--- src/rtl/scq_pkg.sv ---
package scq_pkg;
  localparam int ID_W   = 4;
  localparam int CK_W   = 12;
  localparam int SEQ_W  = 16;
  localparam int SEC_W  = 48;
  localparam int NS_W   = 32;
  localparam int PAD_W  = 16;
  localparam int MASK_W = 1 << ID_W;

  typedef struct packed {
    logic [PAD_W-1:0] pad;
    logic [SEC_W-1:0] sec;
    logic [NS_W-1:0]  ns;
    logic [ID_W-1:0]  msg_id;
    logic [CK_W-1:0]  cksum;
    logic [SEQ_W-1:0] seq;
  } scq_rec_t;

  localparam int REC_W = $bits(scq_rec_t);

  // Build one queue record from the sampled time and message fields.
  function automatic scq_rec_t scq_pack(
    input logic [SEC_W-1:0] sec,
    input logic [NS_W-1:0]  ns,
    input logic [ID_W-1:0]  msg_id,
    input logic [CK_W-1:0]  cksum,
    input logic [SEQ_W-1:0] seq
  );
    scq_rec_t r;
    r.pad    = '0;
    r.sec    = sec;
    r.ns     = ns;
    r.msg_id = msg_id;
    r.cksum  = cksum;
    r.seq    = seq;
    return r;
  endfunction

  // Advance a ring pointer, wrapping at the depth.
  function automatic int unsigned scq_next(input int unsigned p, input int unsigned depth);
    return (p == depth - 1) ? 0 : p + 1;
  endfunction
endpackage

--- src/rtl/scq_mask_gate.sv ---
module scq_mask_gate
  import scq_pkg::*;
(
  input  logic              clk,
  input  logic              rst_n,
  input  logic              mask_wr,
  input  logic [MASK_W-1:0] mask_wdata,
  input  logic              stb,
  input  logic [ID_W-1:0]   msg_id,
  output logic [MASK_W-1:0] mask_q,
  output logic              accept
);
  logic [MASK_W-1:0] id_dec;

  always_comb begin
    id_dec = '0;
    id_dec[msg_id] = 1'b1;
  end

  always_ff @(posedge clk or negedge rst_n) begin
    if (!rst_n)       mask_q <= '1;
    else if (mask_wr) mask_q <= mask_wdata;
  end

  // The mask that is already registered is used, so a write in the same cycle does not apply yet.
  assign accept = stb & |(id_dec & mask_q);
endmodule

--- src/rtl/scq_fifo.sv ---
module scq_fifo #(
  parameter int DEPTH = 16,
  parameter int WIDTH = 128,
  localparam int PTR_W = (DEPTH > 1) ? $clog2(DEPTH) : 1,
  localparam int CNT_W = $clog2(DEPTH + 1)
) (
  input  logic             clk,
  input  logic             rst_n,
  input  logic             flush,
  input  logic             push,
  input  logic [WIDTH-1:0] push_data,
  input  logic             pop,
  output logic [WIDTH-1:0] head,
  output logic [CNT_W-1:0] count,
  output logic             full,
  output logic             empty
);
  import scq_pkg::*;

  logic [WIDTH-1:0] mem [DEPTH];
  logic [PTR_W-1:0] wr_ptr, rd_ptr;

  assign full  = (count == CNT_W'(DEPTH));
  assign empty = (count == '0);
  assign head  = mem[rd_ptr];

  always_ff @(posedge clk) begin
    if (push) mem[wr_ptr] <= push_data;
  end

  always_ff @(posedge clk or negedge rst_n) begin
    if (!rst_n) begin
      wr_ptr <= '0;
      rd_ptr <= '0;
      count  <= '0;
    end else if (flush) begin
      wr_ptr <= '0;
      rd_ptr <= '0;
      count  <= '0;
    end else begin
      if (push) wr_ptr <= PTR_W'(scq_next(int'(wr_ptr), DEPTH));
      if (pop)  rd_ptr <= PTR_W'(scq_next(int'(rd_ptr), DEPTH));
      case ({push, pop})
        2'b10:   count <= count + 1'b1;
        2'b01:   count <= count - 1'b1;
        default: count <= count;
      endcase
    end
  end
endmodule

--- src/rtl/scq_read_port.sv ---
module scq_read_port #(
  parameter int WIDTH = 128
) (
  input  logic             clk,
  input  logic             rst_n,
  input  logic             rd_req,
  input  logic             rd_ack,
  input  logic             q_empty,
  input  logic             take,
  input  logic [WIDTH-1:0] head,
  output logic             want_pop,
  output logic             rd_valid,
  output logic [WIDTH-1:0] rd_data
);
  // A request is honoured only while nothing is on offer and a record is waiting.
  assign want_pop = rd_req & ~rd_valid & ~q_empty;

  always_ff @(posedge clk or negedge rst_n) begin
    if (!rst_n) begin
      rd_valid <= 1'b0;
      rd_data  <= '0;
    end else if (take) begin
      rd_valid <= 1'b1;
      rd_data  <= head;
    end else if (rd_valid && rd_ack) begin
      rd_valid <= 1'b0;
    end
  end
endmodule

--- src/rtl/stamp_capture_queue.sv ---
module stamp_capture_queue
  import scq_pkg::*;
#(
  parameter int DEPTH = 16,
  localparam int CNT_W = $clog2(DEPTH + 1)
) (
  input  logic              clk,
  input  logic              rst_n,
  input  logic              evt_stb,
  input  logic [3:0]        evt_msg_id,
  input  logic [11:0]       evt_cksum,
  input  logic [15:0]       evt_seq,
  input  logic [47:0]       tod_sec,
  input  logic [31:0]       tod_ns,
  input  logic              mask_wr,
  input  logic [15:0]       mask_wdata,
  output logic [15:0]       mask_q,
  input  logic              q_clear,
  input  logic              ovf_clear,
  input  logic              rd_req,
  input  logic              rd_ack,
  output logic              rd_valid,
  output logic [127:0]      rd_data,
  output logic [CNT_W-1:0]  fill_level,
  output logic              ovf_flag
);
  // Named internal events, also seen by the checker.
  logic     type_hit;
  logic     push_en;
  logic     pop_en;
  logic     drop_evt;
  logic     want_pop;
  logic     q_full;
  logic     q_empty;
  scq_rec_t cap_rec;
  logic [REC_W-1:0] head;

  assign cap_rec = scq_pack(tod_sec, tod_ns, evt_msg_id, evt_cksum, evt_seq);

  scq_mask_gate u_gate (
    .clk       (clk),
    .rst_n     (rst_n),
    .mask_wr   (mask_wr),
    .mask_wdata(mask_wdata),
    .stb       (evt_stb),
    .msg_id    (evt_msg_id),
    .mask_q    (mask_q),
    .accept    (type_hit)
  );

  // Fullness is judged before any same-cycle pop, and a flush overrides both push and pop.
  assign push_en  = type_hit & ~q_full & ~q_clear;
  assign drop_evt = type_hit &  q_full & ~q_clear;
  assign pop_en   = want_pop & ~q_clear;

  scq_fifo #(.DEPTH(DEPTH), .WIDTH(REC_W)) u_fifo (
    .clk      (clk),
    .rst_n    (rst_n),
    .flush    (q_clear),
    .push     (push_en),
    .push_data(cap_rec),
    .pop      (pop_en),
    .head     (head),
    .count    (fill_level),
    .full     (q_full),
    .empty    (q_empty)
  );

  scq_read_port #(.WIDTH(REC_W)) u_rd (
    .clk     (clk),
    .rst_n   (rst_n),
    .rd_req  (rd_req),
    .rd_ack  (rd_ack),
    .q_empty (q_empty),
    .take    (pop_en),
    .head    (head),
    .want_pop(want_pop),
    .rd_valid(rd_valid),
    .rd_data (rd_data)
  );

  // Sticky overflow; a new drop outranks a clear in the same cycle.
  always_ff @(posedge clk or negedge rst_n) begin
    if (!rst_n)         ovf_flag <= 1'b0;
    else if (drop_evt)  ovf_flag <= 1'b1;
    else if (ovf_clear) ovf_flag <= 1'b0;
  end
endmodule

--- config.mk ---
export PLATFORM = sky130hd
export DESIGN_NAME = stamp_capture_queue
export DESIGN_NICKNAME = d
export VERILOG_FILES = /design/src/rtl/scq_pkg.sv /design/src/rtl/scq_mask_gate.sv /design/src/rtl/scq_fifo.sv /design/src/rtl/scq_read_port.sv /design/src/rtl/stamp_capture_queue.sv
export SDC_FILE = /design/constraint.sdc
export NUM_CORES = 2
export LEC_CHECK = 0
export CORE_MARGIN = 1.5
export CORE_UTILIZATION = 25
export DETAILED_ROUTE_END_ITERATION = 8
export PLACE_DENSITY = 0.4
export SYNTH_ARGS = -nofsm -noshare
export SYNTH_HDL_FRONTEND = slang
export SYNTH_SLANG_ARGS = --single-unit
--- constraint.sdc ---
create_clock -name clk -period 18.5 [get_ports clk]
set_input_delay 4.625 -clock clk [delete_from_list [all_inputs] [get_ports clk]]
set_output_delay 4.625 -clock clk [all_outputs]
set_load 0.05 [all_outputs]
==> results.txt <==
CP dominant cell by count -> buf_4
crit path from -> evt_msg_id[3]
crit share post-route -> 49.4%
Post-Syn Area -> 72400 µm²
post-route ant nets -> 0
proportion of synthesized chip area in sequential cells -> 79.3%
top post-synthesis cells by area -> edfxtp_1 (74%), mux4_2 (14%), dfrtp_1 (4.4%)
area taken by multi-input logic gates -> 14200 µm²
port buffer count -> 270
vias in the first global route -> 36200
Synth area leader -> edfxtp_1
synth cell count leaders -> edfxtp_1 (1792), mux4_2 (448), a22oi_1 (225), dfrtp_1 (127), clkbuf_1 (122)
total CTS buffers -> 218
Slowest-stage cell, CP -> clkdlybuf4s50_1
Post-CTS Setup Repair Bufs -> 0
Pre-antenna DRT Iters -> 5
Synth Register Bits -> 1935
EDFF count, synth -> 1792
largest family of logic cells by synthesized area -> multiplexers
synth-to-layout area growth -> 19.9%
clock sinks -> 1935
yosys warns -> 0
post-layout min period -> 9.15 ns
# setup viols final -> 0
xor and xnor area share after synthesis -> 0.0363%
mean post-synth cell area -> 22.6 µm²
simple-gate share of the synthesized area -> 1.15%
violation count after the first detailed-route iteration -> 2755
Slew Limit Fails -> 0
Max Fclk -> 0.109 GHz
count leader, synth -> edfxtp_1
crit end category -> register
critical path's largest stage delay -> 1.29 ns
first-pass GRT wire length -> 284000 µm
Netlist cell types -> 46
worst slew pin tran -> 1.24 ns
core region area -> 288000 µm²
WL/cell -> 26.5 µm
layout cells sized above 1 -> 23.7%
DIE HEIGHT -> 541 µm
H-tree levels -> 4
cells after synthesis -> 3205
CP arrival -> 9.59 ns
GRT Total Usage -> 13.5%
fill count -> 27700
crit start category -> primary input
Max-cap violations -> 0
clk_skew -> 0.114 ns
WS Path Type -> in -> reg
Post-CTS Hold Buffers -> 0
power per cell area -> 135 nW/µm²
ys flop type -> edfxtp_1
Clk pin slew, worst setup/hold paths -> 0.06 ns
post-synthesis adder-cell area fraction -> 0.166%
die area -> 293000 µm²
CTS tree -> done
top cell type's share of synthesized area -> 74.4%
grt ovf -> 0
Worst IR Drop VDD -> 0.107 mV
Clock Path Buffers -> 4
worst skew pair latency -> 0.90 ns
asr flop ratio synth -> 7.39%
slew margin rel. -> 17.2%
ordered list of cells on the worst path -> clkdlybuf4s50_1, mux2i_1, a221oi_2, and4_1, nor2_2, nor3_2, buf_4, buf_4
largest net degree at the start of global routing -> 113
Final GP Congestion -> 0.697
Via Count -> 34400
dpl hpwl -> 109000 µm
post-CTS sizing -> 0
Leakage -> 26.3 nW
post-synthesis mux area share -> 14.3%
row count -> 197
worst reg2reg path startpoint -> u_fifo.rd_ptr[1]
status -> finished, final reports clean
Root Buffer -> clkbuf_16
post-route DRC violation count -> 0
io pins -> 287
hold_sp -> ovf_flag
post-route cell area -> 86800 µm²
vias per cell -> 4.56
RSZ-0062 raised after global routing -> no
FF/Latch Area -> 57400 µm²
nets@finish -> 3724
Crit path required time -> 18.95 ns
hold crit path type -> reg -> reg
wirelength, routed -> 200000 µm
Initial Utilization -> 25.1%
final setup TNS -> 0 ns
DP Area -> 79700 µm²
initial antenna violation count -> 30
Compound-Gate Fraction of Synth Area -> 3.69%
crit path max fanout -> 54
Hold Fails Final Rpt -> 0
die width -> 541 µm
==> registers in the layout (all words and copies together) (netlist names) <==
name,cells
u_fifo.mem,1792
u_fifo.count,5
u_fifo.rd_ptr,4
ovf_flag,1
u_rd.rd_data,112
u_rd.rd_valid,1
u_fifo.wr_ptr,4
u_gate.mask_q,16
==> final timing paths <==
| kind | to | slack, ns | depth (start not counted) |
|---|---|---|---|
| max | u_fifo.mem[12][60] | 9.35 | 8 |
| min | ovf_flag | 0.53 | 2 |
| max reg2reg | u_rd.rd_data[69] | 13.17 | 7 |
| min reg2reg | ovf_flag | 0.53 | 2 |
| max in group asynchronous | u_rd.rd_data[60] | 12.79 | 3 |
| min in group asynchronous | u_rd.rd_data[13] | 3.73 | 1 |
==> layer usage <==
metal | GRT usage (%) | part of all wire [%] | routed length (µm)
met3 | 2.56 | 5.0 | 9920
met2 | 20.5 | 45 | 89800
met4 | 2.91 | 1.8 | 3640
met5 | 0 | 0.059 | 118
met1 | 20.0 | 48 | 96700
==> power breakdown <==
part           switching (mW)  internal [mW]  leakage (nW)
Clock                    1.76           2.50          3.43
Combinational            1.35          0.937          5.09
Sequential              0.193           4.96          17.7
==> cell usage in the layout, fill, tap and decap left out, types with 17 or more instances in the layout <==
cell type | Yosys | layout
a22oi_1 | 225 | 225
a31oi_1 | 115 | 115
buf_4 | 17 | 64
clkbuf_1 | 122 | 59
clkbuf_16 | 0 | 219
clkbuf_8 | 0 | 25
clkdlybuf4s50_1 | 0 | 269
clkinv_1 | 0 | 27
clkinv_2 | 0 | 31
dfrtp_1 | 127 | 125
edfxtp_1 | 1792 | 1792
mux2_2 | 17 | 17
mux4_2 | 448 | 448
nand2_1 | 18 | 18
nor2_1 | 121 | 120
==> logic make-up after synthesis <==
group,after synthesis
AND/OR/NAND/NOR,193
other,1
XOR/XNOR,3
flip-flops,1935
buffers and inverters,213
multiplexers,473
AO/OA/AOI/OAI,378
adder cells (fa/ha/maj),9
==> final cells by class <==
cell class,count,share of cell area (%)
flip-flops and latches,1935,66.2
multi-input cells,1072,16.3
clock buffers,303,6.97
well taps,3781,5.45
repair buffers,343,3.88
clock inverters,93,1.12
inverters,9,0.0389
diodes,10,0.0288
==> critical path, delay by kind of cell <==
kind,cells,cell delay [ns]
muxes,1,0.24
buffers and inverters,3,3.08
and+or+nand+nor,3,1.16
AOI/OAI and AO/OA,1,0.38
==> through the flow <==
stage | util [%] | hold WS (ns) | std cells | worst slack [ns] | power [mW]
after CTS | 30.1 | 0.533 | 7536 | 9.24 | 11.9
after detailed placement | 27.7 | 0.521 | 7140 | 8.33 | 7.61
after global routing | 30.1 | 0.580 | 7540 | 9.03 | 12.2
final | 30.1 | 0.528 | 7546 | 9.35 | 11.7
after floorplan | - | 0.552 | 3220 | 1.43 | 6.74
after global placement | 27.7 | 0.524 | 7140 | 8.43 | 7.61
Power figures use the tool's default switching activity.
